$ cat src/rtl/cld_pkg.sv
package cld_pkg;
  localparam int unsigned XLEN  = 32;
  localparam int unsigned IDX_W = 5;
  localparam int unsigned IMM_W = 11;

  typedef enum logic [1:0] {OC_RUN, OC_SKIP, OC_ILL, OC_MIS} outcome_t;
  typedef enum logic [1:0] {WB_NONE, WB_PRE, WB_POST} wbMode_t;

  typedef struct packed {
    logic takeOp;
    logic takeRsp;
  } strobe_t;

  function automatic logic predOk(input logic [3:0] code, input logic [3:0] fl);
    logic n, z, c, v;
    {n, z, c, v} = fl;
    case (code)
      4'd0:    predOk = 1'b1;
      4'd1:    predOk = z;
      4'd2:    predOk = !z;
      4'd3:    predOk = c;
      4'd4:    predOk = !c;
      4'd5:    predOk = n;
      4'd6:    predOk = !n;
      4'd7:    predOk = v;
      4'd8:    predOk = !v;
      4'd9:    predOk = c && !z;
      4'd10:   predOk = !c || z;
      4'd11:   predOk = (n == v);
      4'd12:   predOk = (n != v);
      4'd13:   predOk = !z && (n == v);
      4'd14:   predOk = z || (n != v);
      default: predOk = 1'b0;
    endcase
  endfunction
endpackage

$ cat src/rtl/cld_dpath.sv
module cld_dpath
  import cld_pkg::*;
#(
  parameter int unsigned W    = XLEN,
  parameter int unsigned IW   = IDX_W,
  parameter int unsigned IMMW = IMM_W
) (
  input  logic          clk,
  input  logic          rstN,
  input  strobe_t       stb,
  input  logic [31:0]   instrI,
  input  logic [3:0]    flagsI,
  input  logic [W-1:0]  baseValI,
  input  logic [W-1:0]  offValI,
  input  logic [W-1:0]  rspData,
  input  logic          rspErr,
  output outcome_t      outcomeNext,
  output logic [W-1:0]  addrQ,
  output logic [W-1:0]  newBaseQ,
  output logic [W-1:0]  dataQ,
  output logic          errQ,
  output logic          baseWrOk,
  output logic [IW-1:0] dstIdxQ,
  output logic [IW-1:0] baseIdxQ
);
  localparam int unsigned IMM_LO  = 21;
  localparam int unsigned DST_LO  = 11;
  localparam int unsigned BASE_LO = DST_LO + IW;
  localparam int unsigned EXT_W   = W - IMMW - 2;

  logic [6:0]      opcode;
  logic [3:0]      pred;
  logic [IMMW-1:0] immField;
  logic            legal, useReg;
  wbMode_t         mode;
  logic [W-1:0]    offset, sum, effAddr;
  logic            wbQ;

  assign opcode   = instrI[6:0];
  assign pred     = instrI[10:7];
  assign immField = instrI[IMM_LO +: IMMW];

  always_comb begin
    legal  = 1'b1;
    useReg = 1'b0;
    mode   = WB_NONE;
    case (opcode)
      7'd1: mode = WB_NONE;
      7'd2: mode = WB_PRE;
      7'd3: mode = WB_POST;
      7'd4: begin useReg = 1'b1; mode = WB_NONE; end
      7'd5: begin useReg = 1'b1; mode = WB_PRE;  end
      7'd6: begin useReg = 1'b1; mode = WB_POST; end
      default: legal = 1'b0;
    endcase
  end

  assign offset  = useReg ? offValI : {{EXT_W{immField[IMMW-1]}}, immField, 2'b00};
  assign sum     = baseValI + offset;
  assign effAddr = (mode == WB_POST) ? baseValI : sum;

  always_comb begin
    if (!legal)                   outcomeNext = OC_ILL;
    else if (!predOk(pred, flagsI)) outcomeNext = OC_SKIP;
    else if (effAddr[1:0] != 2'b00) outcomeNext = OC_MIS;
    else                          outcomeNext = OC_RUN;
  end

  always_ff @(posedge clk or negedge rstN) begin
    if (!rstN) begin
      addrQ    <= '0;
      newBaseQ <= '0;
      dstIdxQ  <= '0;
      baseIdxQ <= '0;
      wbQ      <= 1'b0;
      dataQ    <= '0;
      errQ     <= 1'b0;
    end else begin
      if (stb.takeOp) begin
        addrQ    <= effAddr;
        newBaseQ <= sum;
        dstIdxQ  <= instrI[DST_LO +: IW];
        baseIdxQ <= instrI[BASE_LO +: IW];
        wbQ      <= (mode != WB_NONE);
        errQ     <= 1'b0;
      end
      if (stb.takeRsp) begin
        dataQ <= rspData;
        errQ  <= rspErr;
      end
    end
  end

  // destination write takes priority over base update on the same index
  assign baseWrOk = wbQ && (baseIdxQ != dstIdxQ);

  p_aligned_issue_r10: assert property (@(posedge clk) disable iff (!rstN)
    (stb.takeOp && outcomeNext == OC_RUN) |=> (addrQ[1:0] == 2'b00));
endmodule

$ cat src/rtl/cld_ctrl.sv
module cld_ctrl
  import cld_pkg::*;
(
  input  logic     clk,
  input  logic     rstN,
  input  logic     startI,
  input  outcome_t outcomeNext,
  input  logic     memReqReady,
  input  logic     memRspValid,
  input  logic     errQ,
  input  logic     baseWrOk,
  output strobe_t  stb,
  output logic     memReqValid,
  output logic     done,
  output logic     dstWrEn,
  output logic     baseWrEn,
  output logic     memFault,
  output logic     illegal
);
  typedef enum logic [1:0] {S_IDLE, S_ADDR, S_WAIT, S_DONE} state_t;

  state_t   state, stateNext;
  outcome_t outcomeQ;

  always_comb begin
    stateNext   = state;
    stb.takeOp  = 1'b0;
    stb.takeRsp = 1'b0;
    case (state)
      S_IDLE: if (startI) begin
        stb.takeOp = 1'b1;
        stateNext  = (outcomeNext == OC_RUN) ? S_ADDR : S_DONE;
      end
      S_ADDR: if (memReqReady) stateNext = S_WAIT;
      S_WAIT: if (memRspValid) begin
        stb.takeRsp = 1'b1;
        stateNext   = S_DONE;
      end
      default: stateNext = S_IDLE;
    endcase
  end

  always_ff @(posedge clk or negedge rstN) begin
    if (!rstN) begin
      state    <= S_IDLE;
      outcomeQ <= OC_SKIP;
    end else begin
      state <= stateNext;
      if (stb.takeOp) outcomeQ <= outcomeNext;
    end
  end

  logic okLoad;
  assign memReqValid = (state == S_ADDR);
  assign done        = (state == S_DONE);
  assign okLoad      = done && (outcomeQ == OC_RUN) && !errQ;
  assign dstWrEn     = okLoad;
  assign baseWrEn    = okLoad && baseWrOk;
  assign memFault    = done && ((outcomeQ == OC_MIS) || (outcomeQ == OC_RUN && errQ));
  assign illegal     = done && (outcomeQ == OC_ILL);

  p_done_pulse_r3: assert property (@(posedge clk) disable iff (!rstN)
    done |=> !done);
  p_fault_quiet_r11: assert property (@(posedge clk) disable iff (!rstN)
    memFault |-> (!dstWrEn && !baseWrEn));
  p_illegal_quiet_r1: assert property (@(posedge clk) disable iff (!rstN)
    illegal |-> (!memFault && !dstWrEn && !baseWrEn));
  p_rsp_to_done_r9: assert property (@(posedge clk) disable iff (!rstN)
    (state == S_WAIT && memRspValid) |=> done);
endmodule

$ cat src/rtl/cond_load_unit.sv
module cond_load_unit
  import cld_pkg::*;
(
  input  logic        clk,
  input  logic        rstN,
  input  logic        startI,
  input  logic [31:0] instrI,
  input  logic [3:0]  flagsI,
  input  logic [31:0] baseValI,
  input  logic [31:0] offValI,
  output logic        memReqValid,
  output logic [31:0] memReqAddr,
  input  logic        memReqReady,
  input  logic        memRspValid,
  input  logic [31:0] memRspData,
  input  logic        memRspErr,
  output logic        done,
  output logic        dstWrEn,
  output logic [4:0]  dstWrIdx,
  output logic [31:0] dstWrData,
  output logic        baseWrEn,
  output logic [4:0]  baseWrIdx,
  output logic [31:0] baseWrData,
  output logic        memFault,
  output logic        illegal
);
  strobe_t  stb;
  outcome_t outcomeNext;
  logic     errQ, baseWrOk;

  cld_dpath #(.W(XLEN), .IW(IDX_W), .IMMW(IMM_W)) uDp (
    .clk        (clk),
    .rstN       (rstN),
    .stb        (stb),
    .instrI     (instrI),
    .flagsI     (flagsI),
    .baseValI   (baseValI),
    .offValI    (offValI),
    .rspData    (memRspData),
    .rspErr     (memRspErr),
    .outcomeNext(outcomeNext),
    .addrQ      (memReqAddr),
    .newBaseQ   (baseWrData),
    .dataQ      (dstWrData),
    .errQ       (errQ),
    .baseWrOk   (baseWrOk),
    .dstIdxQ    (dstWrIdx),
    .baseIdxQ   (baseWrIdx)
  );

  cld_ctrl uCtl (
    .clk        (clk),
    .rstN       (rstN),
    .startI     (startI),
    .outcomeNext(outcomeNext),
    .memReqReady(memReqReady),
    .memRspValid(memRspValid),
    .errQ       (errQ),
    .baseWrOk   (baseWrOk),
    .stb        (stb),
    .memReqValid(memReqValid),
    .done       (done),
    .dstWrEn    (dstWrEn),
    .baseWrEn   (baseWrEn),
    .memFault   (memFault),
    .illegal    (illegal)
  );

  p_req_hold_r9: assert property (@(posedge clk) disable iff (!rstN)
    (memReqValid && !memReqReady) |=> (memReqValid && $stable(memReqAddr)));
  p_same_index_r12: assert property (@(posedge clk) disable iff (!rstN)
    (baseWrEn && dstWrEn) |-> (baseWrIdx != dstWrIdx));
endmodule

$ cat config.mk
export PLATFORM = sky130hd
export DESIGN_NAME = cond_load_unit
export DESIGN_NICKNAME = d
export VERILOG_FILES = /design/src/rtl/cld_pkg.sv /design/src/rtl/cld_dpath.sv /design/src/rtl/cld_ctrl.sv /design/src/rtl/cond_load_unit.sv
export SDC_FILE = /design/constraint.sdc
export NUM_CORES = 1
export LEC_CHECK = 0
export ABC_AREA = 0
export BUFFER_PORTS_ARGS = -buffer_cell sky130_fd_sc_hd__buf_2
export CAP_MARGIN = 0
export CORE_ASPECT_RATIO = 1.75
export CORE_MARGIN = 10
export CORE_UTILIZATION = 47
export DETAILED_ROUTE_END_ITERATION = 8
export HOLD_SLACK_MARGIN = 0.05
export PLACE_DENSITY = 0.79
export SLEW_MARGIN = 20
export SYNTH_ARGS = -nofsm -noshare
export SYNTH_HDL_FRONTEND = slang
export SYNTH_SLANG_ARGS = --single-unit
$ cat constraint.sdc
create_clock -name clk -period 2.1 [get_ports clk]
set_clock_uncertainty 0.1 [all_clocks]
set_input_delay 0 -clock clk [delete_from_list [all_inputs] [get_ports clk]]
set_output_delay 0 -clock clk [all_outputs]
set_load 0.03 [all_outputs]
After elaboration in Yosys (flattened, before gate mapping)
Cells that the tools add are included.
{"block": "word_totals", "ff_bits": 112, "wordCells": 92}
{"block": "op_classes", "add_sub_neg": 1, "eq_ne": 32, "n_mux": 21, "reduce_logical": 29}
{"op": "$mux W32", "n": 2}
{"op": "$add A32 B32 Y32", "n": 1}
{"op": "$eq A4 B4 Y1 const B", "n": 7}
{"op": "$eq A7 B3 Y1 const B", "n": 3}
{"op": "$eq A4 B3 Y1 const B", "n": 4}
{"op": "$pmux W1 S15", "n": 1}
{"op": "$eq A7 B2 Y1 const B", "n": 2}
{"op": "$mux W2", "n": 7}
{"op": "$eq A2 B2 Y1 const B", "n": 5}
{"op": "$logic_and A1 B1 Y1", "n": 9}
{"op": "$mux W1", "n": 9}
{"op": "$eq A4 B2 Y1 const B", "n": 2}
{"op": "$eq A7 B1 Y1 const B", "n": 1}
{"op": "$logic_not A2 Y1", "n": 3}
{"op": "$pmux W2 S3", "n": 1}
{"op": "$reduce_bool A2 Y1", "n": 3}
{"op": "$reduce_or A6 Y1", "n": 1}
{"op": "$logic_not A1 Y1", "n": 5}
{"op": "$ne A5 B5 Y1", "n": 1}
{"op": "$eq A4 B1 Y1 const B", "n": 1}
{"op": "$logic_not A4 Y1", "n": 1}
{"op": "$ne A2 B2 Y1 const B", "n": 2}
{"op": "$pmux W2 S2", "n": 1}
{"op": "$reduce_or A2 Y1", "n": 2}
{"op": "other kinds (7)", "n": 9}

Depth between registers and ports, before layout
Gate-level depths: netlist of the first run.
{"block": "logic_depth", "word_depth": 14, "depth_mapped": 17, "ltp_nobuf": 13}

By module
A second synthesis of the first run with hierarchy kept.
{"block": "unflattened", "cells_unflattened": 726, "area_unflattened_um2": 7064.3}
{"mod": "cld_dpath", "n_inst": 1, "cells_per_inst": 693, "area_per_inst_um2": 6749.0}
{"mod": "cld_ctrl", "n_inst": 1, "cells_per_inst": 33, "area_per_inst_um2": 315.3}

Worst setup path after synthesis of the first run
OpenSTA, ideal clock, no wires.
{"block": "synth_path", "path_kind": "input port to flip-flop", "from": "input instrI[5]", "to": "register uDp.addrQ[14]", "t_arrival_ns": 3.334, "required_ns": 1.870, "slack_ns": -1.464, "path_stages": 14, "path_buffers": 2, "cell_sequence": "nor4_1 > and3_1 > clkbuf_1 > buf_2 > mux2_2 > ha_1 > and3_1 > o2bb2ai_1 > o311ai_4 > a21oi_2 > or2_1 > or3_1 > a32oi_1 > o21ai_1"}
{"block": "synth_via", "elab_chain_cells": 6, "word_cells_on_any_way": 14, "cone_classes": "add/sub: 1; eq/ne: 6; mux: 4; reduce/logical: 3"}
{"element": "from (decl)", "line": "cond_load_unit.sv:7", "text": "input logic [31:0] instrI,"}
{"element": "$eq A7 B3 Y1", "line": "cld_dpath.sv:47", "text": "case (opcode)"}
{"element": "$reduce_or A3 Y1 (no line)"}
{"element": "$mux W1", "line": "cld_dpath.sv:47"}
{"element": "$mux W32", "line": "cld_dpath.sv:58", "text": "assign offset = useReg ? offValI : {{EXT_W{immField[IMMW-1]}}, immField, 2'b00};"}
{"element": "$add A32 B32 Y32", "line": "cld_dpath.sv:59", "text": "assign sum = baseValI + offset;"}
{"element": "$mux W32 (*)", "line": "cld_dpath.sv:60", "text": "assign effAddr = (mode == WB_POST) ? baseValI : sum;"}
{"element": "to (signal assigned)", "line": "cld_dpath.sv:80", "text": "addrQ <= effAddr;"}
{"element": "to (decl)", "line": "cld_dpath.sv:18", "text": "output logic [W-1:0] addrQ,"}
Mark *: on every way between the ends. The rest lies on a longest branch, timed or not.
A chain may end at the register's enable or synchronous reset.

Worst setup path after layout of the first run
{"block": "layout_path", "from": "input instrI[4]", "to": "register uDp.addrQ[21]"}
The elaborated chain is that of the path after synthesis.

==> impl_metrics.tcl, run 1 <==
set metrics [dict create \
    status "finished with violations" \
    violations "setup timing" \
    post-route-cell-area_sq_um 11560 \
    ys_seq_elements 112 \
    viasPerCell 5.680 \
    cellPowerDensity_nw_per_um2 1138 \
    place_congestion 0.9445 \
    grt_pass1_vias 8636 \
    synthesis.area_sq_um 6888 \
    start_kind "input pin" \
    cts_tree "done" \
    drtAntennaViolNets 0 \
    r2r-start "uCtl.state[1]" \
    dp_hpwl_um 20070 \
    hold_violations 0 \
    worst_slack_ns -0.9203 \
    holdWs_ns 0.05468 \
    synth_area_leaders "dfrtp_1, nand2_1, mux2_2, ha_1, a21o_1" \
    clkSinkCount 112 \
    clk_pin_slew_ns 0.09 \
    grt_first_pass_wirelength_um 45670 \
    synth.top_cells.by_count "nand2_1, dfrtp_1, mux2_2, a21o_1, a21oi_1" \
    grt_overflow 0 \
    rrSetupSlack_ns 0.17 \
    finalNetCount 1388 \
    drt-total-wl_um 30300 \
    cts_root_buf "clkbuf_16" \
    crit_type "in -> reg" \
    worst_setup_path_endpoint "uDp.addrQ[21]" \
    cts_buffer_depth 2 \
    required_ns 2.25 \
    first_pass_iters 5 \
    crit_path_start "instrI[4]" \
    htree_levels 3 \
    die_w_um 111.5 \
    syn-num-nets 932 \
    die_h_um 180.1 \
    fin_crit_sh_pct 143.8 \
    dieArea_sq_um 20090 \
    core_area_sq_um 14370 \
    yosysUniqueCellTypes 71 \
    num_rows 58 \
    grt_max_degree 66 \
    slew_violations 0 \
    synth_top_cell_by_area "dfrtp_1" \
    stdcell_count 1401 \
    yosysMostFrequentCell "nand2_1" \
    drc 0 \
    track_usage_pct 27.97 \
    ys.flop_type "dfrtp_1" \
    yosysSeqAreaShare_pct 40.71 \
    worst_pin_slew_ns 0.6356 \
    max-cap-violations 0 \
    antenna_found_initial 3 \
    placedCellCount 1272 \
    critPathMaxFanout 7 \
    dr.first_iter.drc_count 559 \
    cts_buffers 9 \
    leakage_nw 5.765 \
    syn_avg_cell_area_sq_um 9.087 \
    num_vias 7958 \
    wl_per_cell_um 21.63 \
    netlist_instances 758 \
    syn_to_final_growth_pct 67.77 \
    synthArstFlopShare_pct 100.0 \
    timing.fmax_ghz 0.3311 \
    r2r-end "uDp.addrQ[31]" \
    worstSkewPairLatency_ns 0.35 \
    ff2ff_path_depth 7 \
    setup_violations 55 \
    yosysWarnings 0 \
    io_pins 250 \
    place_ws_ns -1.367 \
    final.fill_count 811 \
    synth_edf_count 0 \
    drive_gt1_share_pct 47.25 \
    slew_headroom_pct 57.63 \
    setup-tns-final_ns -34.95 \
    min_period_ns 3.020 \
    vdd_ir_drop_max_v 0.0006744 \
    rsz0062_at_grt "yes" \
    min_path_type "in -> async" \
    synth.top_cell.area_share_pct 40.33 \
    portBuffers 249 \
    cp-end-kind "flip-flop" \
    postPlaceCellArea_sq_um 9552 \
    start_util_pct 47.94 \
    crit_arrival_ns 3.17 \
]
==> placed cells by master (no fill, tap or decap), types with 8 or more instances in the layout <==
master | synthesis | final
mux2_4 | 0 | 8
xnor2_2 | 0 | 9
a21o_1 | 38 | 38
buf_6 | 1 | 23
dfrtp_1 | 111 | 111
ha_1 | 35 | 17
buf_4 | 3 | 127
nand3_1 | 28 | 27
xnor2_1 | 21 | 9
ha_4 | 0 | 18
o21ai_1 | 5 | 19
nand2_1 | 166 | 155
inv_1 | 15 | 15
clkbuf_16 | 0 | 9
mux2_2 | 42 | 34
nand2_2 | 0 | 9
o21ai_2 | 2 | 10
a21oi_1 | 36 | 26
buf_2 | 6 | 246
nor2_1 | 32 | 30
dlygate4sd3_1 | 0 | 83
o21ai_0 | 34 | 11
a31oi_1 | 19 | 15
xor2_1 | 14 | 8
==> through the flow <==
| step | utilization (%) | total power [mW] |
|---|---|---|
| global placement | 66.48 | 10.37 |
| finish | 80.42 | 13.15 |
| global route | 80.42 | 13.84 |
| detailed placement | 66.48 | 10.58 |
| CTS | 77.64 | 12.70 |
| floorplan | - | 8.108 |
==> final cells by class <==
class / instances / area, sq um / area share (%)
clock buffer: 9 / 225.2 / 1.949
inverter: 15 / 56.30 / 0.4872
tap: 180 / 225.2 / 1.949
multi-input combinational: 590 / 4750 / 41.10
timing repair buffer: 486 / 3410 / 29.50
clock inverter: 7 / 81.33 / 0.7038
sequential: 112 / 2804 / 24.26
antenna: 2 / 5.005 / 0.04331
==> per-layer routing <==
metal | share of wire (%) | up-vias | global-route usage [%]
li1 | - | 3585 | -
met1 | 34 | 3816 | 27.83
met2 | 54 | 445 | 52.46
met3 | 6.4 | 112 | 5.933
met4 | 5.5 | 0 | 14.35
met5 | 0 | - | 0
==> report_power, final <==
| group | switching (mW) | internal (mW) | leakage, nW |
|---|---|---|---|
| Clock | 0.947 | 0.857 | 0.150 |
| Combinational | 4.76 | 2.75 | 4.27 |
| Sequential | 0.644 | 3.19 | 1.35 |
==> worst min path at each step <==
stage,start,end,slack (ns)
global placement,rstN,uDp.newBaseQ[26],-0.13
detailed placement,rstN,uDp.newBaseQ[26],-0.13
finish,rstN,uDp.newBaseQ[21],0.05
CTS,rstN,uDp.newBaseQ[22],0.05
floorplan,rstN,uCtl.outcomeQ[1],-0.40
global route,rstN,uDp.addrQ[26],0.08
==> logic make-up after synthesis <==
group | share of synthesized area [%]
multiplexers | 7.738
adder cells (fa/ha/maj) | 6.649
AND/OR/NAND/NOR | 18.15
AO/OA/AOI/OAI | 18.87
XOR/XNOR | 4.451
flip-flops | 40.71
buffers and inverters | 3.433
==> critical path, stage by stage <==
cell	delay, ns
buf_6	0.10
nor4_4	0.30
and3_4	0.29
buf_8	0.15
mux2_4	0.31
ha_4	0.23
a21oi_2	0.20
buf_4	0.16
o211ai_1	0.14
nand3_2	0.13
nand4_1	0.20
buf_6	0.20
buf_4	0.13
buf_6	0.11
nand2_4	0.08
xor2_4	0.18
a211oi_2	0.09
a21o_1	0.18
==> state kept, by name, summed over array words and instances, names as in the netlist <==
register	cells
uDp.newBaseQ	32
uCtl.state	2
uDp.dstIdxQ	5
uCtl.outcomeQ	2
uDp.errQ	1
uDp.baseIdxQ	5
uDp.dataQ	32
uDp.addrQ	32
uDp.wbQ	1
==> timing repair <==
item	4_1_cts	5_1_grt
gates resized for setup	66	61
setup endpoints to repair	59	58
pin swaps	55	56
hold endpoints to repair	191	0
buffers inserted	16	14
hold buffers	83	0
Note: power is estimated with default switching activity, not from simulation.
==> inputs of run 2 (changes only) <==
--- a/config.mk
+++ b/config.mk
@@ -14,6 +14,7 @@
 export DETAILED_ROUTE_END_ITERATION = 8
 export HOLD_SLACK_MARGIN = 0.05
 export PLACE_DENSITY = 0.79
+export REMOVE_ABC_BUFFERS = 1
 export SLEW_MARGIN = 20
 export SYNTH_ARGS = -nofsm -noshare
 export SYNTH_HDL_FRONTEND = slang
==> constraint.sdc (replaced) <==
create_clock -name clk -period 3.4 [get_ports clk]
set_clock_uncertainty 0.1 [all_clocks]
set_input_delay 0 -clock clk [delete_from_list [all_inputs] [get_ports clk]]
set_output_delay 0 -clock clk [all_outputs]
set_load 0.03 [all_outputs]
==> run 2 against run 1 <==
- the run now ends clean
- sequential cell count is the same
- setup slack better by 1.1 ns
- register-to-register slack gained 0.62 ns
- core utilization fell by 10 points
- highest routed layer unchanged
==> impl_metrics.tcl, run 2 (synthesis results as in run 1) <==
set metrics [dict create \
    portBuffers 249 \
    start_util_pct 47.94 \
    p_sw_mw 3.586 \
    finalNetCount 1325 \
    setup_violations 0 \
    reg_top3 "uDp.addrQ: 32 flops, uDp.dataQ: 32 flops, uDp.newBaseQ: 32 flops" \
    wl_per_cell_um 18.89 \
    drive_gt1_share_pct 36.33 \
    dp_hpwl_um 18580 \
    dieArea_sq_um 20090 \
    power.share.sequential_pct 31.2 \
    antennaDiodeCount 0 \
    place_ws_ns -0.1957 \
    crit_slowest_cell "ha_1" \
    slew_violations 0 \
    first_pass_iters 5 \
    pwr-share-comb_pct 54.2 \
    required_ns 3.53 \
    drt-total-wl_um 25230 \
    layout_commonest_cell "buf_2" \
    cts_root_buf "clkbuf_16" \
    min_period_ns 3.219 \
    cts_tree "done" \
    num_rows 58 \
    grt_first_pass_wirelength_um 40320 \
    die_h_um 180.1 \
    crit_arrival_ns 3.35 \
    max-cap-violations 0 \
    critPathMaxFanout 11 \
    leakage_nw 5.232 \
    worstSkewPairLatency_ns 0.35 \
    final.fill_count 1114 \
    slew_headroom_pct 36.37 \
    hold_violations 0 \
    multi_input_area_sq_um 3872 \
    grt_pass1_vias 7882 \
    holdWs_ns 0.06132 \
    core_area_sq_um 14370 \
    clkSinkCount 112 \
    die_w_um 111.5 \
    track_usage_pct 24.29 \
    cts_buffer_depth 2 \
    fin_crit_sh_pct 94.68 \
    worst_pin_slew_ns 0.9545 \
    viasPerCell 5.426 \
    num_vias 7249 \
    final_cell_mix "buf_2, nand2_1, dfrtp_1" \
    grt_overflow 0 \
    io_pins 250 \
    crit_type "in -> reg" \
    dr.first_iter.drc_count 417 \
    cp-end-kind "flip-flop" \
    vdd_ir_drop_max_v 0.0004467 \
    place_congestion 0.9179 \
    syn_to_final_growth_pct 46.09 \
    min_path_type "in -> reg" \
    crit_path_max_incr_delay_ns 0.38 \
    status "completed" \
    setup-tns-final_ns 0 \
    start_kind "input pin" \
    p_int_mw 3.894 \
    drtAntennaViolNets 0 \
    clk_pin_slew_ns 0.08 \
    cts_buffers 9 \
    antenna_found_initial 0 \
    timing.fmax_ghz 0.3107 \
    ff_latch_area_sq_um 2804 \
    power_frac_clock_pct 14.6 \
    htree_levels 3 \
    path_cells "buf_2 -> nor4_2 -> and3_4 -> buf_12 -> nor2b_1 -> a21o_1 -> ha_1 -> o21ai_0 -> o21ai_1 -> a41oi_1 -> buf_4 -> a31oi_1 -> buf_4 -> a31oi_1 -> a211oi_2 -> mux2i_1 -> nand3_1" \
    cellPowerDensity_nw_per_um2 743.3 \
    utilization_pct 70.03 \
    worst_slack_ns 0.1810 \
    p_sw_share_pct 47.94 \
    drc 0 \
    grt_max_degree 89 \
]
[run 2: cell types whose count changed in the layout (fill, tap and decap cells not counted), sizes merged]
cell    delta
buf       -63
diode      -2
clkinv     -1
inv        +1
[run 2: final timing paths]
| check | slack (ns) | cells past startpoint | startpoint | to |
|---|---|---|---|---|
| worst min register to register | 0.38 | 2 | uDp.newBaseQ[16] | uDp.newBaseQ[16] |
| max in group asynchronous | 2.10 | 3 | rstN | uDp.dataQ[5] |
| min in group asynchronous | 0.13 | 2 | rstN | uDp.newBaseQ[26] |
| worst max register to register | 0.79 | 7 | uCtl.state[0] | uDp.wbQ |
| worst min-delay path | 0.06 | 5 | offValI[0] | uDp.newBaseQ[0] |
| worst max-delay path | 0.18 | 17 | instrI[5] | uDp.addrQ[29] |
[run 2: worst max-delay path, delay by kind of cell]
kind | cells | cell delay, ns
compound gates | 7 | 1.22
simple gates | 4 | 0.86
buf+inv | 4 | 0.58
fa+ha+maj | 1 | 0.38
mux | 1 | 0.29
[run 2: layer usage]
layer	track usage, %	up-vias	routed length (um)
li1	-	3468	-
met1	24.32	3430	9091
met2	46.22	280	13720
met3	4.533	71	1334
met4	11.62	0	1085
met5	0	-	0
[run 2: layout make-up]
type                       count  area share, %
clock buffer                   9          2.238
timing repair buffer         423          27.83
sequential                   112          27.87
multi-input combinational    590          38.49
tap                          180          2.238
inverter                      15         0.5596
clock inverter                 7         0.7834
[run 2: power by group through the flow]
| stage | Sequential [mW] | Combinational [mW] | Clock, mW |
|---|---|---|---|
| 3_5_place_dp | 2.34 | 3.96 | 0 |
| 5_1_grt | 2.41 | 4.36 | 1.16 |
| 2_1_floorplan | 3.53 | 1.37 | 0 |
| 3_3_place_gp | 2.30 | 3.89 | 0 |
| 4_1_cts | 2.32 | 4.06 | 1.11 |
| 6_report | 2.33 | 4.05 | 1.09 |
[run 2: metrics by stage]
step / power [mW] / cells / cell area, sq um
finish: 7.479 / 1336 / 10060
global route: 7.938 / 1336 / 10060
CTS: 7.487 / 1335 / 10040
detailed placement: 6.307 / 1236 / 8905
global placement: 6.188 / 1236 / 8905
floorplan: 4.903 / 717 / 6708
[run 2: repair_timing]
item / in CTS / in global routing
gates resized for setup: 0 / 3
endpoints found under the setup margin: 0 / 20
setup buffers: 0 / 1
hold buffers: 83 / 0
endpoints found under the hold margin: 130 / 0
==> inputs of run 3 (changes only) <==
--- a/config.mk
+++ b/config.mk
@@ -12,6 +12,7 @@
 export CORE_MARGIN = 10
 export CORE_UTILIZATION = 47
 export DETAILED_ROUTE_END_ITERATION = 8
+export GPL_TIMING_DRIVEN = 0
 export HOLD_SLACK_MARGIN = 0.05
 export PLACE_DENSITY = 0.79
 export REMOVE_ABC_BUFFERS = 1
==> constraint.sdc (replaced) <==
create_clock -name clk -period 3.93 [get_ports clk]
set_clock_uncertainty 0.1 [all_clocks]
set_input_delay 0 -clock clk [delete_from_list [all_inputs] [get_ports clk]]
set_output_delay 0 -clock clk [all_outputs]
set_load 0.03 [all_outputs]
==> run 3 against run 2 <==
- core utilization shrank 3.4 points
- largest cell class unchanged
- global-route usage shrank 0.78 points
- worst hold slack gained 0.030 ns
- power shrank 14%
- sequential share of layout area grew 1.4 points
- sequential power shrank 13%
- final area shrank 4.9%
- combinational power shrank 15%
- first-iteration DRC count shrank 15%
- non-clock buffer count shrank 75
==> impl_metrics.tcl, run 3 (synthesis results as in run 1) <==
set metrics [dict create \
    crit_slowest_cell "o311ai_4" \
    wl_per_cell_um 19.56 \
    drt-total-wl_um 24690 \
    ff2ff_path_depth 7 \
    worstSkewPairLatency_ns 0.35 \
    syn_to_final_growth_pct 38.95 \
    path_buf_inv 2 \
    cts_buffers 9 \
    clkSinkCount 112 \
    reg_top3 "uDp.addrQ: 32 flops, uDp.dataQ: 32 flops, uDp.newBaseQ: 32 flops" \
    rsz0062_at_grt "no" \
    grt_max_degree 67 \
    portBuffers 249 \
    crit_arrival_ns 3.75 \
    grt_first_pass_wirelength_um 38880 \
    place_congestion 0.8983 \
    layout_commonest_cell "buf_2" \
    worst-path-stages 14 \
    slew_headroom_pct 48.56 \
    fin_crit_sh_pct 92.30 \
    dp_hpwl_um 17200 \
    placedCellCount 1151 \
    dr.first_iter.drc_count 356 \
    cp-end-kind "flip-flop" \
    drtAntennaViolNets 0 \
    min_period_ns 3.627 \
    status "completed" \
    die_w_um 111.5 \
    vdd_ir_drop_max_v 0.0003134 \
    path_cells "buf_2 -> nor4_4 -> and3_4 -> buf_4 -> mux2_2 -> ha_1 -> a21oi_1 -> o2bb2ai_1 -> o311ai_4 -> a21oi_2 -> or2_1 -> or3_1 -> a32oi_1 -> o21ai_1" \
    clk_pin_slew_ns 0.08 \
    htree_levels 3 \
    slew_violations 0 \
    min_path_type "in -> reg" \
    num_vias 6978 \
    required_ns 4.05 \
    stdcell_count 1262 \
    cts_tree "done" \
    crit_path_max_incr_delay_ns 0.45 \
    final_cell_mix "buf_2, nand2_1, dfrtp_1" \
    die_h_um 180.1 \
    core_area_sq_um 14370 \
    hold_violations 0 \
    crit_family "compound AO/OA/AOI/OAI gates" \
    drc 0 \
    postPlaceCellArea_sq_um 8322 \
    cts_buffer_depth 2 \
    track_usage_pct 23.51 \
    first_pass_iters 7 \
    max-cap-violations 0 \
    leakage_nw 4.900 \
    start_util_pct 47.94 \
    drive_gt1_share_pct 32.07 \
    num_rows 58 \
    setup_violations 0 \
    antenna_found_initial 1 \
    dieArea_sq_um 20090 \
    antennaDiodeCount 0 \
    hold_path_depth 5 \
    critPathMaxFanout 10 \
    finalNetCount 1251 \
    holdWs_ns 0.09165 \
    cellPowerDensity_nw_per_um2 671.4 \
    start_kind "input pin" \
    cts_root_buf "clkbuf_16" \
    timing.fmax_ghz 0.2757 \
    viasPerCell 5.529 \
    crit_type "in -> reg" \
    worst_pin_slew_ns 0.7689 \
    post-route-cell-area_sq_um 9570 \
    grt_overflow 0 \
    grt_pass1_vias 7456 \
    io_pins 250 \
    utilization_pct 66.61 \
]
==> run 3: changes by cell type in the layout (fill, tap and decap cells not counted), moves of 2 or more <==
cell    change
buf_12      -2
buf_16      +3
buf_4      -79
buf_6       +2
inv_6       -2
==> run 3: path summary, 6_finish.rpt <==
check	startpoint	to	slack, ns
min in group asynchronous	rstN	uDp.newBaseQ[27]	0.14
worst min register to register	uDp.newBaseQ[16]	uDp.newBaseQ[16]	0.38
max in group asynchronous	rstN	uCtl.outcomeQ[0]	2.85
worst min-delay path	instrI[0]	uCtl.outcomeQ[0]	0.09
worst max-delay path	instrI[3]	uDp.addrQ[14]	0.30
worst max register to register	uCtl.state[1]	uDp.wbQ	1.56
==> run 3: what timing repair did <==
item / in CTS / in global routing
setup endpoints to repair: 30 / 6
cloned: 1 / 0
hold buffers: 84 / 0
pin swaps: 1 / 2
resized for setup: 3 / 0
setup buffers: 0 / 10
endpoints found under the hold margin: 180 / 0
==> run 3: metal layers <==
| layer | part of all wire (%) | vias up | wire [um] | GRT usage [%] |
|---|---|---|---|---|
| met5 | 0 | - | 0 | 0 |
| met4 | 4.1 | 0 | 1008 | 11.67 |
| met3 | 5.9 | 68 | 1446 | 4.867 |
| met2 | 54 | 286 | 13450 | 44.10 |
| met1 | 36 | 3306 | 8784 | 23.64 |
| li1 | - | 3318 | - | - |
==> run 3: report_power, final <==
part	internal (mW)	switching, mW
Combinational	1.14	2.30
Clock	0.458	0.498
Sequential	1.70	0.330
Total	3.30	3.12
==> run 3: worst min-delay path, stage by stage <==
cell and delay [ns]:
buf_2 0.13, nand3_1 0.08, and3_1 0.19, nand2_1 0.07, o21ai_0 0.07
==> run 3: area by class of cell <==
type	instances	area, sq um
Clock buffer	9	225.2
Clock inverter	7	81.33
Fill cell	1148	4798
Inverter	15	56.30
Multi-Input combinational cell	591	3896
Sequential cell	112	2804
Tap cell	180	225.2
Timing Repair Buffer	348	2282
==> run 3: through the flow <==
| step | setup slack (ns) | setup TNS [ns] | power [mW] |
|---|---|---|---|
| global placement | -1.802 | -65.94 | 5.235 |
| global route | 0.07980 | 0 | 6.801 |
| detailed placement | -0.9764 | -24.30 | 5.344 |
| CTS | 0.1719 | 0 | 6.381 |
| finish | 0.3028 | 0 | 6.425 |
| floorplan | -0.1241 | -0.9362 | 4.242 |
